File: config.mk
export PLATFORM = sky130hd
export DESIGN_NAME = vpi_cell_filter
export DESIGN_NICKNAME = d
export VERILOG_FILES = /design/src/rtl/vf_pkg.sv /design/src/rtl/vf_fifo.sv /design/src/rtl/vf_regs.sv /design/src/rtl/vpi_cell_filter.sv
export SDC_FILE = /design/constraint.sdc
export NUM_CORES = 2
export LEC_CHECK = 0
export BUFFER_PORTS_ARGS = -buffer_cell sky130_fd_sc_hd__buf_4
export CAP_MARGIN = 20
export CORE_MARGIN = 5
export CORE_UTILIZATION = 46
export CTS_CLUSTER_DIAMETER = 30
export DETAILED_ROUTE_END_ITERATION = 10
export HOLD_SLACK_MARGIN = 0.12
export PLACE_DENSITY = 0.72
export RECOVER_POWER = 100
export SYNTH_ARGS = -nofsm -noshare
export SYNTH_HDL_FRONTEND = slang
export SYNTH_SLANG_ARGS = --single-unit
export TNS_END_PERCENT = 100
File: constraint.sdc
create_clock -name clk -period 5.8 [get_ports clk]
set_input_delay 0.29 -clock clk [delete_from_list [all_inputs] [get_ports clk]]
set_output_delay 0.29 -clock clk [all_outputs]
set_load 0.02 [all_outputs]
File: src/rtl/vf_pkg.sv
`timescale 1ns/1ps
package vf_pkg;
    localparam int CELL_BYTES = 53;
    localparam int VPI_W      = 12;
    localparam int REG_W      = 16;

    typedef struct packed {
        logic       sof;
        logic [7:0] data;
    } cbyte_t;

    typedef enum logic [2:0] {
        RA_MATCH  = 3'd0,
        RA_ENABLE = 3'd1,
        RA_PARCNT = 3'd2,
        RA_CTRL   = 3'd3,
        RA_STATUS = 3'd4
    } reg_addr_e;

    // odd parity: total ones across data and parity bit must be odd
    function automatic logic parity_bad(input logic [7:0] d, input logic p);
        return ~(^{d, p});
    endfunction

    function automatic logic [VPI_W-1:0] cell_vpi(input logic [7:0] b0, input logic [7:0] b1);
        return {b0, b1[7:4]};
    endfunction

    function automatic logic vpi_accept(input logic [VPI_W-1:0] vpi,
                                        input logic [VPI_W-1:0] match,
                                        input logic [VPI_W-1:0] en);
        return ((vpi ^ match) & en) == '0;
    endfunction
endpackage

File: src/rtl/vf_fifo.sv
`timescale 1ns/1ps
module vf_fifo
    import vf_pkg::*;
#(
    parameter int DEPTH = 128
) (
    input  logic          clk,
    input  logic          rst,
    input  logic          flush,
    input  logic          wr_en,
    input  cbyte_t        wr_data,
    input  logic          commit,
    input  logic          rewind,
    input  logic          rd_en,
    output cbyte_t        rd_data,
    output logic          rd_avail,
    output logic [$clog2(DEPTH):0] free_cnt
);
    localparam int AW = $clog2(DEPTH);

    cbyte_t      mem [DEPTH];
    logic [AW:0] wr_p, cm_p, rd_p, base, used;

    // rewind drops the uncommitted bytes of the current cell
    always_comb begin
        base     = rewind ? cm_p : wr_p;
        used     = wr_p - rd_p;
        free_cnt = (AW+1)'(DEPTH) - used;
        rd_avail = (cm_p != rd_p);
        rd_data  = mem[rd_p[AW-1:0]];
    end

    always_ff @(posedge clk) begin
        if (rst || flush) begin
            wr_p <= '0;
            cm_p <= '0;
            rd_p <= '0;
        end else begin
            wr_p <= base + (AW+1)'(wr_en);
            if (commit) cm_p <= base + (AW+1)'(wr_en);
            if (rd_en)  rd_p <= rd_p + 1'b1;
        end
    end

    always_ff @(posedge clk) begin
        if (wr_en) mem[base[AW-1:0]] <= wr_data;
    end


    no_overflow_chk: assert property (@(posedge clk) disable iff (rst)
        (wr_en && !flush) |-> ((base - rd_p) < (AW+1)'(DEPTH)));


    no_underflow_chk: assert property (@(posedge clk) disable iff (rst)
        rd_en |-> rd_avail);
endmodule

File: src/rtl/vf_regs.sv
`timescale 1ns/1ps
module vf_regs
    import vf_pkg::*;
#(
    parameter int CNT_W = 16
) (
    input  logic             clk,
    input  logic             rst,
    input  logic [2:0]       addr,
    input  logic             wr,
    input  logic [REG_W-1:0] wdata,
    output logic [REG_W-1:0] rdata,
    input  logic             par_err,
    output logic [VPI_W-1:0] match,
    output logic [VPI_W-1:0] enable,
    output logic             loopback,
    output logic             flush_in,
    output logic             flush_out
);
    logic [CNT_W-1:0] par_cnt;
    logic             roll_sticky;
    logic             wr_match, wr_en_reg, wr_cnt, wr_ctrl, wr_stat;

    always_comb begin
        wr_match  = wr && (addr == RA_MATCH);
        wr_en_reg = wr && (addr == RA_ENABLE);
        wr_cnt    = wr && (addr == RA_PARCNT);
        wr_ctrl   = wr && (addr == RA_CTRL);
        wr_stat   = wr && (addr == RA_STATUS);
    end

    always_ff @(posedge clk) begin
        if (rst) begin
            match       <= '0;
            enable      <= '0;
            loopback    <= 1'b0;
            flush_in    <= 1'b0;
            flush_out   <= 1'b0;
            par_cnt     <= '0;
            roll_sticky <= 1'b0;
        end else begin
            if (wr_match)  match  <= wdata[VPI_W-1:0];
            if (wr_en_reg) enable <= wdata[VPI_W-1:0];
            if (wr_ctrl)   loopback <= wdata[0];
            flush_out <= wr_ctrl && wdata[1];
            flush_in  <= wr_ctrl && wdata[2];
            if (wr_cnt)       par_cnt <= '0;
            else if (par_err) par_cnt <= par_cnt + 1'b1;
            if (par_err && !wr_cnt && (par_cnt == '1)) roll_sticky <= 1'b1;
            else if (wr_stat && wdata[0])              roll_sticky <= 1'b0;
        end
    end

    always_comb begin
        rdata = '0;
        case (addr)
            RA_MATCH:  rdata[VPI_W-1:0] = match;
            RA_ENABLE: rdata[VPI_W-1:0] = enable;
            RA_PARCNT: rdata[CNT_W-1:0] = par_cnt;
            RA_CTRL:   rdata[0]         = loopback;
            RA_STATUS: rdata[0]         = roll_sticky;
            default:   rdata            = '0;
        endcase
    end


    sticky_hold_chk: assert property (@(posedge clk) disable iff (rst)
        (roll_sticky && !(wr_stat && wdata[0])) |=> roll_sticky);


    count_step_chk: assert property (@(posedge clk) disable iff (rst)
        !wr_cnt |=> (par_cnt == $past(par_cnt) || par_cnt == $past(par_cnt) + 1'b1));
endmodule

File: src/rtl/vpi_cell_filter.sv
`timescale 1ns/1ps
module vpi_cell_filter
    import vf_pkg::*;
#(
    parameter int DEPTH = 128
) (
    input  logic        clk,
    input  logic        rst,
    input  logic        in_valid,
    output logic        in_ready,
    input  logic        in_sof,
    input  logic [7:0]  in_data,
    input  logic        in_par,
    output logic        rx_valid,
    input  logic        rx_ready,
    output logic        rx_sof,
    output logic [7:0]  rx_data,
    output logic        out_valid,
    input  logic        out_ready,
    output logic        out_sof,
    output logic [7:0]  out_data,
    input  logic [2:0]  reg_addr,
    input  logic        reg_wr,
    input  logic [15:0] reg_wdata,
    output logic [15:0] reg_rdata
);
    localparam int AW    = $clog2(DEPTH);
    localparam int IDX_W = $clog2(CELL_BYTES);
    localparam logic [IDX_W-1:0] LAST_IDX = IDX_W'(CELL_BYTES - 1);

    logic [VPI_W-1:0] match, enable;
    logic             loopback, flush_in, flush_out;
    logic             take, in_cell, drop_q, reject_now;
    logic [IDX_W-1:0] idx;
    logic [7:0]       b0_q;
    logic             in_wr, in_commit, in_rewind, in_rd, in_avail;
    logic             out_rd, out_avail, xfer;
    cbyte_t           in_q, out_q;
    logic [AW:0]      in_free, out_free;

    vf_regs i_regs (
        .clk(clk), .rst(rst), .addr(reg_addr), .wr(reg_wr), .wdata(reg_wdata),
        .rdata(reg_rdata), .par_err(take && parity_bad(in_data, in_par)),
        .match(match), .enable(enable), .loopback(loopback),
        .flush_in(flush_in), .flush_out(flush_out)
    );

    // space for a full cell is reserved before its first byte is taken
    assign in_ready   = in_cell || (in_free >= (AW+1)'(CELL_BYTES));
    assign take       = in_valid && in_ready;
    assign reject_now = !vpi_accept(cell_vpi(b0_q, in_data), match, enable);

    always_comb begin
        in_wr     = 1'b0;
        in_commit = 1'b0;
        in_rewind = 1'b0;
        if (take) begin
            if (in_sof) begin
                in_wr     = 1'b1;
                in_rewind = in_cell;
            end else if (in_cell && !drop_q) begin
                if (idx == IDX_W'(1) && reject_now) begin
                    in_rewind = 1'b1;
                end else begin
                    in_wr     = 1'b1;
                    in_commit = (idx == LAST_IDX);
                end
            end
        end
    end

    always_ff @(posedge clk) begin
        if (rst || flush_in) begin
            in_cell <= 1'b0;
            idx     <= '0;
            drop_q  <= 1'b0;
            b0_q    <= '0;
        end else if (take) begin
            if (in_sof) begin
                in_cell <= 1'b1;
                idx     <= IDX_W'(1);
                drop_q  <= 1'b0;
                b0_q    <= in_data;
            end else if (in_cell) begin
                idx <= idx + 1'b1;
                if (idx == IDX_W'(1) && reject_now) drop_q <= 1'b1;
                if (idx == LAST_IDX) in_cell <= 1'b0;
            end
        end
    end

    vf_fifo #(.DEPTH(DEPTH)) i_in_fifo (
        .clk(clk), .rst(rst), .flush(flush_in),
        .wr_en(in_wr), .wr_data('{sof: in_sof, data: in_data}),
        .commit(in_commit), .rewind(in_rewind),
        .rd_en(in_rd), .rd_data(in_q), .rd_avail(in_avail), .free_cnt(in_free)
    );

    assign xfer     = loopback && in_avail && (out_free != '0);
    assign in_rd    = loopback ? xfer : (rx_ready && in_avail);
    assign rx_valid = !loopback && in_avail;
    assign rx_sof   = in_q.sof;
    assign rx_data  = in_q.data;

    vf_fifo #(.DEPTH(DEPTH)) i_out_fifo (
        .clk(clk), .rst(rst), .flush(flush_out),
        .wr_en(xfer), .wr_data(in_q), .commit(1'b1), .rewind(1'b0),
        .rd_en(out_rd), .rd_data(out_q), .rd_avail(out_avail), .free_cnt(out_free)
    );

    assign out_rd    = out_ready && out_avail;
    assign out_valid = out_avail;
    assign out_sof   = out_q.sof;
    assign out_data  = out_q.data;


    out_start_lb_chk: assert property (@(posedge clk) disable iff (rst)
        $rose(out_valid) |-> $past(loopback));


    drop_holds_chk: assert property (@(posedge clk) disable iff (rst)
        (drop_q && in_cell && !(take && in_sof) && !flush_in) |=> drop_q);
endmodule

==> flow_summary.toml <==
[pwr]
peakVddDrop_mv = 0.374
leakage_nw = 35.1
pwr-share-clk_pct = 55.0
swShare_pct = 20.7
p_comb_share_pct = 1.8
seqPwrFrac_pct = 43.2
p_per_area_mw_per_mm2 = 392
total_switching_power_mw = 9.27
cellInternalPower_mw = 35.4

[worst_setup_path]
cp.required_ns = 6.38
cp-endpoint = "i_in_fifo.mem[41][3]"
rr_worst_depth = 11
reg2reg_slack_ns = 0.59
cp-start-kind = "input pin"
critPathLaunch = "in_data[7]"
path_class = "in2reg"
r2r-end = "i_out_fifo.mem[60][7]"
end_kind = "flip-flop"
cp_max_fo = 20
worstReg2RegStart = "i_out_fifo.wr_p[1]"
arrival_ns = 5.99

[clock_network]
clock_latency_ns = 0.97
clk_pin_slew_worst_paths_ns = 0.06
cts_resized = 0
cts_root_buffer = "clkbuf_16"
post_cts_buffers = 0
clkSinkCount = 2418
cts_tree = "built"
h-tree-depth = 5
cts_hold_buf = 35
cts_made_buffers = 423
cts_max_path_buffers = 4

[synthesis]
synth_top_family_by_area = "multiplexers"
synth_seq_area_share_pct = 75.1
ys.flop_type = "edfxtp_1"
synth_edf_count = 2304
syn_inst = 4538
syn_nets = 4610
synth_seq_cells = 2418
synth_cell_types = 70
synth_adder_area_share_pct = 0.502
yosysWarnings = 0
async_reset_ff_share_pct = 0
synthSimpleGateAreaFrac_pct = 3.31
synth.area.mux_share_pct = 17.3
netlist_area_mm2 = 0.0952
synth-xor-area-share_pct = 0.682
synth_compound_area_share_pct = 1.86
syn-mean-instance-area_um2 = 21.0

[sta]
tightest_slew_ns = 3.72
timing.final.hold_violations = 0
final.setup.tns_ns = 0
setup_viol_count_final = 0
fin_skew_ns = 0.108
max_clock_freq_mhz = 185
period_share_pct = 93.3
period_minus_slack_ns = 5.41
rsz0062_at_grt = "false"
final_max_slew_viol_count = 1098
slew_headroom_pct = -148

[final_layout]
area_growth_pct = 19.8
fin_area_mm2 = 0.114
final_nets = 5135
utilization_pct = 55.2
final_layout_size_suffix_gt1_share_pct = 28.7

[global_routing]
grt_pass1_wl_mm = 342
grt_usage_pct = 21.3
grt_max_degree = 130
first_global_vias = 50400
antenna_found_initial = 7
grt-ovfl-total = 0

[job]
drv_cap = 20

[place]
dpl_cell_area_mm2 = 0.100
io_buffer_count = 67
gp_congestion = 0.847
dp_hpwl_mm = 131

[status]
violations = "capacitance limit, slew limit"
outcome = "complete, but fails checks"

[drt]
firstDrtPassIters = 6
drt-initial-drc-count = 6195
ant_nets = 0
remaining_drc_errors = 0
num_vias = 48900
via_per_inst = 6.03
routed_wl_mm = 231
wl_per_cell_um = 28.5

[floorplan]
num_rows = 167
die_y_um = 465
core_area_mm2 = 0.206
die-area_mm2 = 0.216
start_util_pct = 46.1
io_pins = 72
die_w_um = 465

[min_path]
hold_class = "in2reg"
[synth_stat cells (15+ instances only)]
cell type | n | area, µm²
mux4_2 | 684 | 15400
nand3_1 | 39 | 195
nand2_1 | 120 | 450
nand2b_1 | 16 | 100
ha_1 | 35 | 438
nor3_1 | 34 | 170
buf_1 | 32 | 120
inv_1 | 29 | 109
edfxtp_1 | 2304 | 69200
nor2_1 | 295 | 1110
and2_1 | 20 | 125
nor4_1 | 42 | 263
dfxtp_1 | 114 | 2280
o21ai_0 | 62 | 310
mux2i_1 | 100 | 1000
a31oi_1 | 15 | 93.8
clkbuf_1 | 140 | 526
buf_2 | 71 | 355
xor2_1 | 38 | 333
xnor2_1 | 31 | 272
nand4_1 | 32 | 200
a221oi_1 | 37 | 324
a21oi_1 | 73 | 365
a22oi_1 | 42 | 315
[worst min path at each step]
stage,cells after the start,end,from
detailed placement,2,i_regs.enable[2],i_regs.enable[2]
finish,4,i_regs.match[8],reg_wdata[8]
CTS,2,i_in_fifo.mem[63][4],in_data[4]
global route,4,i_regs.enable[3],reg_wdata[3]
global placement,2,b0_q[4],b0_q[4]
floorplan,0,i_in_fifo.mem[0][0],in_data[0]
[registers in the layout (all words and copies together), names as in the netlist, named ones only]
name / count
b0_q: 8
drop_q: 1
i_in_fifo.cm_p: 8
i_in_fifo.mem: 1152
i_in_fifo.rd_p: 8
i_in_fifo.wr_p: 8
i_out_fifo.mem: 1152
i_out_fifo.rd_p: 8
i_out_fifo.wr_p: 8
i_regs.enable: 12
i_regs.flush_in: 1
i_regs.flush_out: 1
i_regs.loopback: 1
i_regs.match: 12
i_regs.par_cnt: 16
i_regs.roll_sticky: 1
idx: 6
in_cell: 1
[cell type report]
type                            instances  area [µm²]
Antenna cell                            3        7.51
Sequential cell                      2418       71500
Clock inverter                        297        3340
Tap cell                             2704        3380
Fill cell                           15000       92400
Timing Repair Buffer                  353        2280
Multi-Input combinational cell       1836       22500
Clock buffer                          469       10900
Inverter                               31         116
[power groups by stage]
| stage | clock network [mW] | logic, mW | registers, mW |
|---|---|---|---|
| after floorplan | 0 | 0.314 | 19.7 |
| after global placement | 0 | 0.774 | 19.6 |
| after detailed placement | 0 | 0.811 | 19.6 |
| after CTS | 24.8 | 0.830 | 19.3 |
| after global routing | 25.7 | 0.843 | 19.3 |
| final | 24.6 | 0.795 | 19.3 |
[critical path, stage by stage]
cell	delay, ns
dlygate4sd3_1	0.53
clkbuf_1	1.44
xor2_1	0.16
a22oi_1	0.33
nand4_2	0.27
o31ai_4	0.51
mux2i_4	0.11
clkbuf_2	0.54
or3_1	0.96
nor2_1	0.78
[cell usage in the layout (no fill, tap or decap), drive strengths merged, types with 35 or more instances in the layout]
master	instances
nor2	304
xor2	38
a21oi	73
clkinvlp	43
clkbuf	674
mux2i	101
bufinv	54
a22oi	43
mux4	684
nand3	40
edfxtp	2304
dfxtp	114
buf	112
o21ai	62
nand2	120
clkinv	150
nor4	42
ha	35
a221oi	37
inv	81
dlygate4sd3	36
[per-layer routing]
| metal | global-route usage (%) | vias to the layer above | part of all wire, % |
|---|---|---|---|
| met4 | 7.13 | 2 | 3.2 |
| met3 | 4.53 | 474 | 9.7 |
| met2 | 34.7 | 2764 | 49 |
| met5 | 0 | - | 0.0056 |
| met1 | 28.9 | 25600 | 38 |
| li1 | - | 20100 | - |
[kinds of logic (layout without fill, tap and decap cells)]
family	count (synthesis)	after routing
compound gates	267	267
xor+xnor	71	71
fa+ha+maj	37	37
buf+inv	284	1150
flops	2418	2418
mux	787	787
other cells	0	3
simple gates	674	674
[stage by stage]
step | power [mW] | instances | hold slack [ns] | setup slack [ns]
after floorplan | 20.0 | 4538 | 0.389 | 0.389
after global placement | 20.4 | 7287 | 0.462 | 0.850
after detailed placement | 20.4 | 7292 | 0.470 | 0.798
after CTS | 44.9 | 8093 | 0.122 | 0.446
after global routing | 45.8 | 8109 | 0.191 | 0.160
final | 44.7 | 8111 | 0.197 | 0.390
No activity file was read; power rests on OpenSTA's default activity.
